$ cat src/rtl/dbv_pkg.sv
package dbv_pkg;
    localparam int INSN_BYTES = 4;

    typedef enum logic [1:0] {
        OFF_NONE      = 2'd0,
        OFF_NOT_CTRL  = 2'd1,
        OFF_BAD_TGT   = 2'd2
    } off_kind_e;
endpackage

$ cat src/rtl/dbv_check.sv
module dbv_check
    import dbv_pkg::*;
#(
    parameter int PC_W = 32
) (
    input  logic            live,
    input  logic            pred_taken,
    input  logic            is_ctrl,
    input  logic            is_direct,
    input  logic            is_uncond,
    input  logic [PC_W-1:0] target,
    input  logic [PC_W-1:0] pred_pc,
    output off_kind_e       kind
);
    always_comb begin
        kind = OFF_NONE;
        if (live) begin
            if (pred_taken && !is_ctrl) begin
                kind = OFF_NOT_CTRL;
            end else if (is_ctrl && is_direct && is_uncond && (target != pred_pc)) begin
                kind = OFF_BAD_TGT;
            end
        end
    end
endmodule

$ cat src/rtl/dbv_select.sv
module dbv_select #(
    parameter int SLOTS = 4,
    parameter int TID_W = 1,
    parameter int SEQ_W = 16
) (
    input  logic [SLOTS-1:0]            live,
    input  logic [SLOTS-1:0]            offend,
    input  logic [SLOTS-1:0][TID_W-1:0] tid,
    input  logic [SLOTS-1:0][SEQ_W-1:0] seq,
    output logic [SLOTS-1:0]            kill,
    output logic [SLOTS-1:0]            win
);
    always_comb begin
        for (int k = 0; k < SLOTS; k++) begin
            kill[k] = 1'b0;
            for (int j = 0; j < SLOTS; j++) begin
                if (j != k && offend[j] && live[k] &&
                    tid[j] == tid[k] && seq[j] < seq[k]) begin
                    kill[k] = 1'b1;
                end
            end
        end
        win = offend & ~kill;
    end
endmodule

$ cat src/rtl/dbv_top.sv
module dbv_top
    import dbv_pkg::*;
#(
    parameter int SLOTS   = 4,
    parameter int THREADS = 2,
    parameter int SEQ_W   = 16,
    parameter int PC_W    = 32,
    parameter int NSRC_W  = 3,
    parameter int UPC_W   = 8,
    localparam int TID_W  = (THREADS > 1) ? $clog2(THREADS) : 1,
    localparam int CNT_W  = $clog2(SLOTS + 1)
) (
    input  logic                          clk,
    input  logic                          rst_n,
    input  logic [SLOTS-1:0]              i_valid,
    input  logic [SLOTS-1:0]              i_squashed,
    input  logic [SLOTS-1:0][TID_W-1:0]   i_tid,
    input  logic [SLOTS-1:0][SEQ_W-1:0]   i_seq,
    input  logic [SLOTS-1:0][PC_W-1:0]    i_pc,
    input  logic [SLOTS-1:0][PC_W-1:0]    i_npc,
    input  logic [SLOTS-1:0]              i_pred_taken,
    input  logic [SLOTS-1:0][PC_W-1:0]    i_pred_pc,
    input  logic [SLOTS-1:0]              i_is_ctrl,
    input  logic [SLOTS-1:0]              i_is_direct,
    input  logic [SLOTS-1:0]              i_is_uncond,
    input  logic [SLOTS-1:0][PC_W-1:0]    i_target,
    input  logic [SLOTS-1:0][NSRC_W-1:0]  i_nsrc,
    output logic [SLOTS-1:0]              o_valid,
    output logic [SLOTS-1:0][TID_W-1:0]   o_tid,
    output logic [SLOTS-1:0][SEQ_W-1:0]   o_seq,
    output logic [SLOTS-1:0][PC_W-1:0]    o_pc,
    output logic [SLOTS-1:0][PC_W-1:0]    o_pred_pc,
    output logic [SLOTS-1:0][PC_W-1:0]    o_pred_npc,
    output logic [SLOTS-1:0]              o_ready,
    output logic [CNT_W-1:0]              o_drop_cnt,
    output logic [THREADS-1:0]            o_rd_valid,
    output logic [THREADS-1:0]            o_rd_mispred,
    output logic [THREADS-1:0]            o_rd_squash,
    output logic [THREADS-1:0]            o_rd_taken,
    output logic [THREADS-1:0][SEQ_W-1:0] o_rd_seq,
    output logic [THREADS-1:0][PC_W-1:0]  o_rd_npc,
    output logic [THREADS-1:0][PC_W-1:0]  o_rd_nnpc,
    output logic [THREADS-1:0][UPC_W-1:0] o_rd_upc
);
    localparam logic [PC_W-1:0] STEP = PC_W'(INSN_BYTES);

    typedef struct packed {
        logic               valid;
        logic               mispred;
        logic               squash;
        logic               taken;
        logic [SEQ_W-1:0]   seq;
        logic [PC_W-1:0]    npc;
        logic [PC_W-1:0]    nnpc;
        logic [UPC_W-1:0]   upc;
    } redir_t;

    typedef struct packed {
        logic [SLOTS-1:0]              valid;
        logic [SLOTS-1:0][TID_W-1:0]   tid;
        logic [SLOTS-1:0][SEQ_W-1:0]   seq;
        logic [SLOTS-1:0][PC_W-1:0]    pc;
        logic [SLOTS-1:0][PC_W-1:0]    pred_pc;
        logic [SLOTS-1:0][PC_W-1:0]    pred_npc;
        logic [SLOTS-1:0]              ready;
        logic [CNT_W-1:0]              drop;
        redir_t [THREADS-1:0]          rd;
    } state_t;

    state_t st_d, st_q;

    logic [SLOTS-1:0] live;
    logic [SLOTS-1:0] offend;
    logic [SLOTS-1:0] kill;
    logic [SLOTS-1:0] win;
    off_kind_e        kind [SLOTS];

    assign live = i_valid & ~i_squashed;

    for (genvar g = 0; g < SLOTS; g++) begin : g_chk
        dbv_check #(.PC_W(PC_W)) chk_i (
            .live       (live[g]),
            .pred_taken (i_pred_taken[g]),
            .is_ctrl    (i_is_ctrl[g]),
            .is_direct  (i_is_direct[g]),
            .is_uncond  (i_is_uncond[g]),
            .target     (i_target[g]),
            .pred_pc    (i_pred_pc[g]),
            .kind       (kind[g])
        );
        assign offend[g] = (kind[g] != OFF_NONE);
    end

    dbv_select #(
        .SLOTS (SLOTS),
        .TID_W (TID_W),
        .SEQ_W (SEQ_W)
    ) sel_i (
        .live   (live),
        .offend (offend),
        .tid    (i_tid),
        .seq    (i_seq),
        .kill   (kill),
        .win    (win)
    );

    always_comb begin
        st_d = '0;
        for (int k = 0; k < SLOTS; k++) begin
            logic keep;
            logic fix;
            keep = live[k] && !kill[k];
            fix  = win[k] && (kind[k] == OFF_BAD_TGT);
            st_d.valid[k] = keep;
            if (keep) begin
                st_d.tid[k]      = i_tid[k];
                st_d.seq[k]      = i_seq[k];
                st_d.pc[k]       = i_pc[k];
                st_d.pred_pc[k]  = fix ? i_target[k] : i_pred_pc[k];
                st_d.pred_npc[k] = (fix ? i_target[k] : i_pred_pc[k]) + STEP;
                st_d.ready[k]    = (i_nsrc[k] == '0);
            end
            if (i_valid[k] && !keep) begin
                st_d.drop = st_d.drop + CNT_W'(1);
            end
        end
        for (int t = 0; t < THREADS; t++) begin
            for (int k = 0; k < SLOTS; k++) begin
                if (win[k] && (int'(i_tid[k]) == t)) begin
                    st_d.rd[t].valid   = 1'b1;
                    st_d.rd[t].mispred = 1'b1;
                    st_d.rd[t].squash  = 1'b1;
                    st_d.rd[t].taken   = (i_npc[k] != i_pc[k] + STEP);
                    st_d.rd[t].seq     = i_seq[k];
                    st_d.rd[t].npc     = i_target[k];
                    st_d.rd[t].nnpc    = i_target[k] + STEP;
                    st_d.rd[t].upc     = '0;
                end
            end
        end
    end

    always_ff @(posedge clk) begin
        if (!rst_n) begin
            st_q <= '0;
        end else begin
            st_q <= st_d;
        end
    end

    assign o_valid    = st_q.valid;
    assign o_tid      = st_q.tid;
    assign o_seq      = st_q.seq;
    assign o_pc       = st_q.pc;
    assign o_pred_pc  = st_q.pred_pc;
    assign o_pred_npc = st_q.pred_npc;
    assign o_ready    = st_q.ready;
    assign o_drop_cnt = st_q.drop;

    for (genvar t = 0; t < THREADS; t++) begin : g_rd
        assign o_rd_valid[t]   = st_q.rd[t].valid;
        assign o_rd_mispred[t] = st_q.rd[t].mispred;
        assign o_rd_squash[t]  = st_q.rd[t].squash;
        assign o_rd_taken[t]   = st_q.rd[t].taken;
        assign o_rd_seq[t]     = st_q.rd[t].seq;
        assign o_rd_npc[t]     = st_q.rd[t].npc;
        assign o_rd_nnpc[t]    = st_q.rd[t].nnpc;
        assign o_rd_upc[t]     = st_q.rd[t].upc;
    end

    // Assertions
    p_fwd_count_r3: assert property (@(posedge clk) disable iff (!rst_n)
        1'b1 |-> ($countones(o_valid) + int'(o_drop_cnt)) == $countones($past(i_valid)));

    logic [THREADS-1:0] rd_kept;
    always_comb begin
        for (int t = 0; t < THREADS; t++) begin
            rd_kept[t] = 1'b0;
            for (int k = 0; k < SLOTS; k++) begin
                if (o_valid[k] && int'(o_tid[k]) == t && o_seq[k] == o_rd_seq[t]) begin
                    rd_kept[t] = 1'b1;
                end
            end
        end
    end

    for (genvar t = 0; t < THREADS; t++) begin : g_rd_chk
        p_redirect_kept_r9: assert property (@(posedge clk) disable iff (!rst_n)
            o_rd_valid[t] |-> rd_kept[t]);
        p_record_r7: assert property (@(posedge clk) disable iff (!rst_n)
            o_rd_valid[t] |-> (o_rd_mispred[t] && o_rd_squash[t] &&
                               o_rd_nnpc[t] == o_rd_npc[t] + STEP && o_rd_upc[t] == '0));
    end

    for (genvar k = 0; k < SLOTS; k++) begin : g_slot_chk
        p_kill_younger_r9: assert property (@(posedge clk) disable iff (!rst_n)
            (o_valid[k] && o_rd_valid[o_tid[k]]) |-> (o_seq[k] <= o_rd_seq[o_tid[k]]));
        p_ready_r4: assert property (@(posedge clk) disable iff (!rst_n)
            o_valid[k] |-> (o_ready[k] == ($past(i_nsrc[k]) == '0)));
    end
endmodule

$ cat config.mk
export PLATFORM = sky130hd
export DESIGN_NAME = dbv_top
export DESIGN_NICKNAME = d
export VERILOG_FILES = /design/src/rtl/dbv_pkg.sv /design/src/rtl/dbv_check.sv /design/src/rtl/dbv_select.sv /design/src/rtl/dbv_top.sv
export SDC_FILE = /design/constraint.sdc
export NUM_CORES = 2
export LEC_CHECK = 0
export BUFFER_PORTS_ARGS = -buffer_cell sky130_fd_sc_hd__buf_4
export CORE_AREA = 2 2 487 489
export CTS_CLUSTER_DIAMETER = 80
export DETAILED_ROUTE_END_ITERATION = 8
export DIE_AREA = 0 0 489 491
export GPL_TIMING_DRIVEN = 0
export PLACE_DENSITY = 0.4
export SYNTH_ARGS = -nofsm -noshare
export SYNTH_HDL_FRONTEND = slang
export SYNTH_SLANG_ARGS = --single-unit
$ cat constraint.sdc
create_clock -name clk -period 5.9 [get_ports clk]
set_input_delay 0.59 -clock clk [delete_from_list [all_inputs] [get_ports clk]]
set_output_delay 0.59 -clock clk [all_outputs]
set_load 0.02 [all_outputs]
==> reports/results.ini <==
[critical_path]
worstSetupEndpointType = flop
crit_type = input pin to flop
arrival_ps = 6440
worstPathMaxFanout = 10
crit_slowest_cell = or4_1
crit_buf_inv = 4
crit_chain = clkbuf_1 > xnor2_1 > nand4_1 > nor4_1 > a21oi_2 > buf_8 > nor2_4 > o2111ai_1 > buf_2 > buf_2 > mux2_2 > ha_1 > and3_1 > nand3_1 > or4_1 > mux2i_1 > o21ai_0 > xnor2_1 > nor2_1
slowest_delay_ps = 600
path_delay_family = simple AND/OR/NAND/NOR gates
worstSetupStartpointType = input pin
required_ps = 6490

[place]
placed_cells = 8610
gp_congestion = 0.9554
portBuffers = 1134
dpl.hpwl_mm = 261.5

[power_and_ir_drop]
power_density_nw_per_um2 = 255.3
p_total_mw = 13.60
p_leak_nw = 21.95
ir_drop_mv = 0.2525

[route]
route.detailed.drc = 0
first_pass_iters = 5
wl_per_cell_um = 34.67
routed_via_density = 4.654
drtAntennaViolNets = 0
wl_mm = 308.0
first_iter_violations = 3776
vias = 41340

[layout]
most-common-layout-cells = buf_4 (1186), dfxtp_1 (615), nor2_1 (371)
area_growth_pct = 46.96
final_common_cell = buf_4
post-route-util_pct = 22.71
finalNonFillerCells = 8883
fin_nets = 6342
multi_input_area_um2 = 22090
register_area_um2 = 12310
fillers = 26190
drive_gt1_share_pct = 28.59

[timing]
worst_slew_margin_rel_pct = 6.633
rsz0062_at_grt = false
worstMarginPinSlew_ps = 1400
tns_ps = 0
hold_viol_final = 0
drv_slew = 0
hold-worst-slack_ps = 97.99
max_freq_mhz = 170.8
period_share_pct = 99.21
setup_violations = 0
period_minus_slack_ps = 5854

[clocking]
numCtsBuffers = 104
root_buffer = clkbuf_16
htreeDepth = 3
clockBufferDepth = 3
cts.sinks = 615
clk_pin_slew_ps = 60
tritoncts = done

[logic_synthesis]
syn-cell-area_um2 = 36230
synth_cells = 4307
ys_types = 99
avgSynthCellArea_um2 = 8.413
synth_edf_count = 0
synth_ff_type = dfxtp_1
synth_seq_cells = 615
async_reset_ff_share_pct = 0
ys_warn_count = 0
ys_seq_area_share_pct = 33.98

[die]
core_um2 = 234500
start_util_pct = 15.45
die_h_um = 491
die_area_um2 = 240100
io_pins = 1265
die_w_um = 489
rows = 178

[worst_hold_path]
worstHoldPathType = input pin to flop

[global_routing]
grt_max_degree = 18
grt_usage_pct = 24.52
grt_pass1_vias = 41090
grt_antenna_before_repair = 82
grt_overflow_total = 0
grt_first_pass_wirelength_mm = 395.7

[run_status]
status = complete, no violations

[job]
drv_cap = 0

synth_stat cells, drive strengths merged (16+ instances only):
cell type,number,area share [%]
nor3,102,1.4
a32o,23,0.64
o21ai,92,1.3
mux2i,240,6.6
o211ai,23,0.49
o31ai,16,0.35
clkbuf,163,1.7
a22oi,105,2.2
dfxtp,615,34
nand2b,19,0.33
ha,111,3.8
o22ai,134,2.3
a21o,24,0.50
o2111ai,17,0.41
nand3,177,2.5
nor2b,28,0.48
a31oi,29,0.54
nand2,307,3.2
and4,29,0.70
xor2,159,3.8
xnor2,322,7.8
nor2,378,4.0
mux2,26,0.81
nand4,139,2.4
inv,103,1.1
and3,77,1.3
a211oi,43,0.94
buf,189,2.9
or3,25,0.45
and2,174,3.0
nor4,58,1.0
a21oi,163,2.3
stage by stage:
stage / cell area [µm²] / setup slack (ps)
finish: 53250 / 46.37
global route: 53220 / 0.2225
CTS: 53130 / 11.31
detailed placement: 48830 / -2684
global placement: 48750 / -3081
floorplan: 36290 / 827.8
power by group:
group	total, mW	switching, mW	internal [mW]	leakage (nW)
clock network	6.54	2.68	3.86	1.76
logic	2.71	1.78	0.931	15.2
registers	4.35	0.0564	4.29	5.00
total	13.6	4.52	9.08	21.9
routing by layer:
layer  track usage, %  vias up  part of all wire [%]
met5                0        -                 0.058
met3            7.296      414                   9.5
li1                 -    18020                     -
met2            40.41     2411                    46
met4            10.28       26                   4.3
met1            29.41    20470                    40
registers in the layout (all words and copies together), names as in the netlist:
register    cells
o_tid           4
o_rd_taken      2
o_pred_pc     128
o_seq          64
o_rd_valid      2
o_ready         4
o_valid         4
o_rd_npc       64
o_rd_seq       32
o_pc          128
o_rd_nnpc      60
o_drop_cnt      3
o_pred_npc    120
path summary, 6_finish.rpt:
kind / from / end / slack (ps) / cells past startpoint
setup / recovery: i_target[73] / o_pred_npc[26]$_SDFF_PN0_ / 50 / 19
hold / removal: i_pred_pc[65] / o_pred_pc[65]$_SDFF_PN0_ / 100 / 3
what timing repair did:
action / in CTS / in global routing
buffers inserted: 4 / 0
cloned: 0 / 0
endpoints found under the hold margin: 41 / 0
hold buffers: 45 / 0
resized for setup: 48 / 13
pin swaps: 3 / 0
setup endpoints to repair: 164 / 17
cell type report:
| cell class | instances | share of cell area [%] |
|---|---|---|
| Clock buffer | 127 | 5.275 |
| Buffer | 349 | 3.212 |
| Timing Repair Buffer | 1188 | 16.99 |
| Inverter | 104 | 0.7331 |
| Clock inverter | 68 | 1.626 |
| Tap cell | 3150 | 7.401 |
| Antenna cell | 31 | 0.1457 |
| Multi-Input combinational cell | 3251 | 41.49 |
| Sequential cell | 615 | 23.12 |
cell families (layout without fill, tap and decap cells):
logic type                 after synthesis  in the layout  synth area share, %
AOI/OAI and AO/OA                      797            797                15.18
xor gates and xnor gates               481            481                11.63
adders and majority gates              111            111                3.833
buffers and inverters                  456           1836                5.684
DFF                                    615            615                33.98
muxes                                  266            266                7.438
other                                    1             47              0.01035
and+or+nand+nor                       1580           1580                22.25
(Power assumes the default switching activity.)
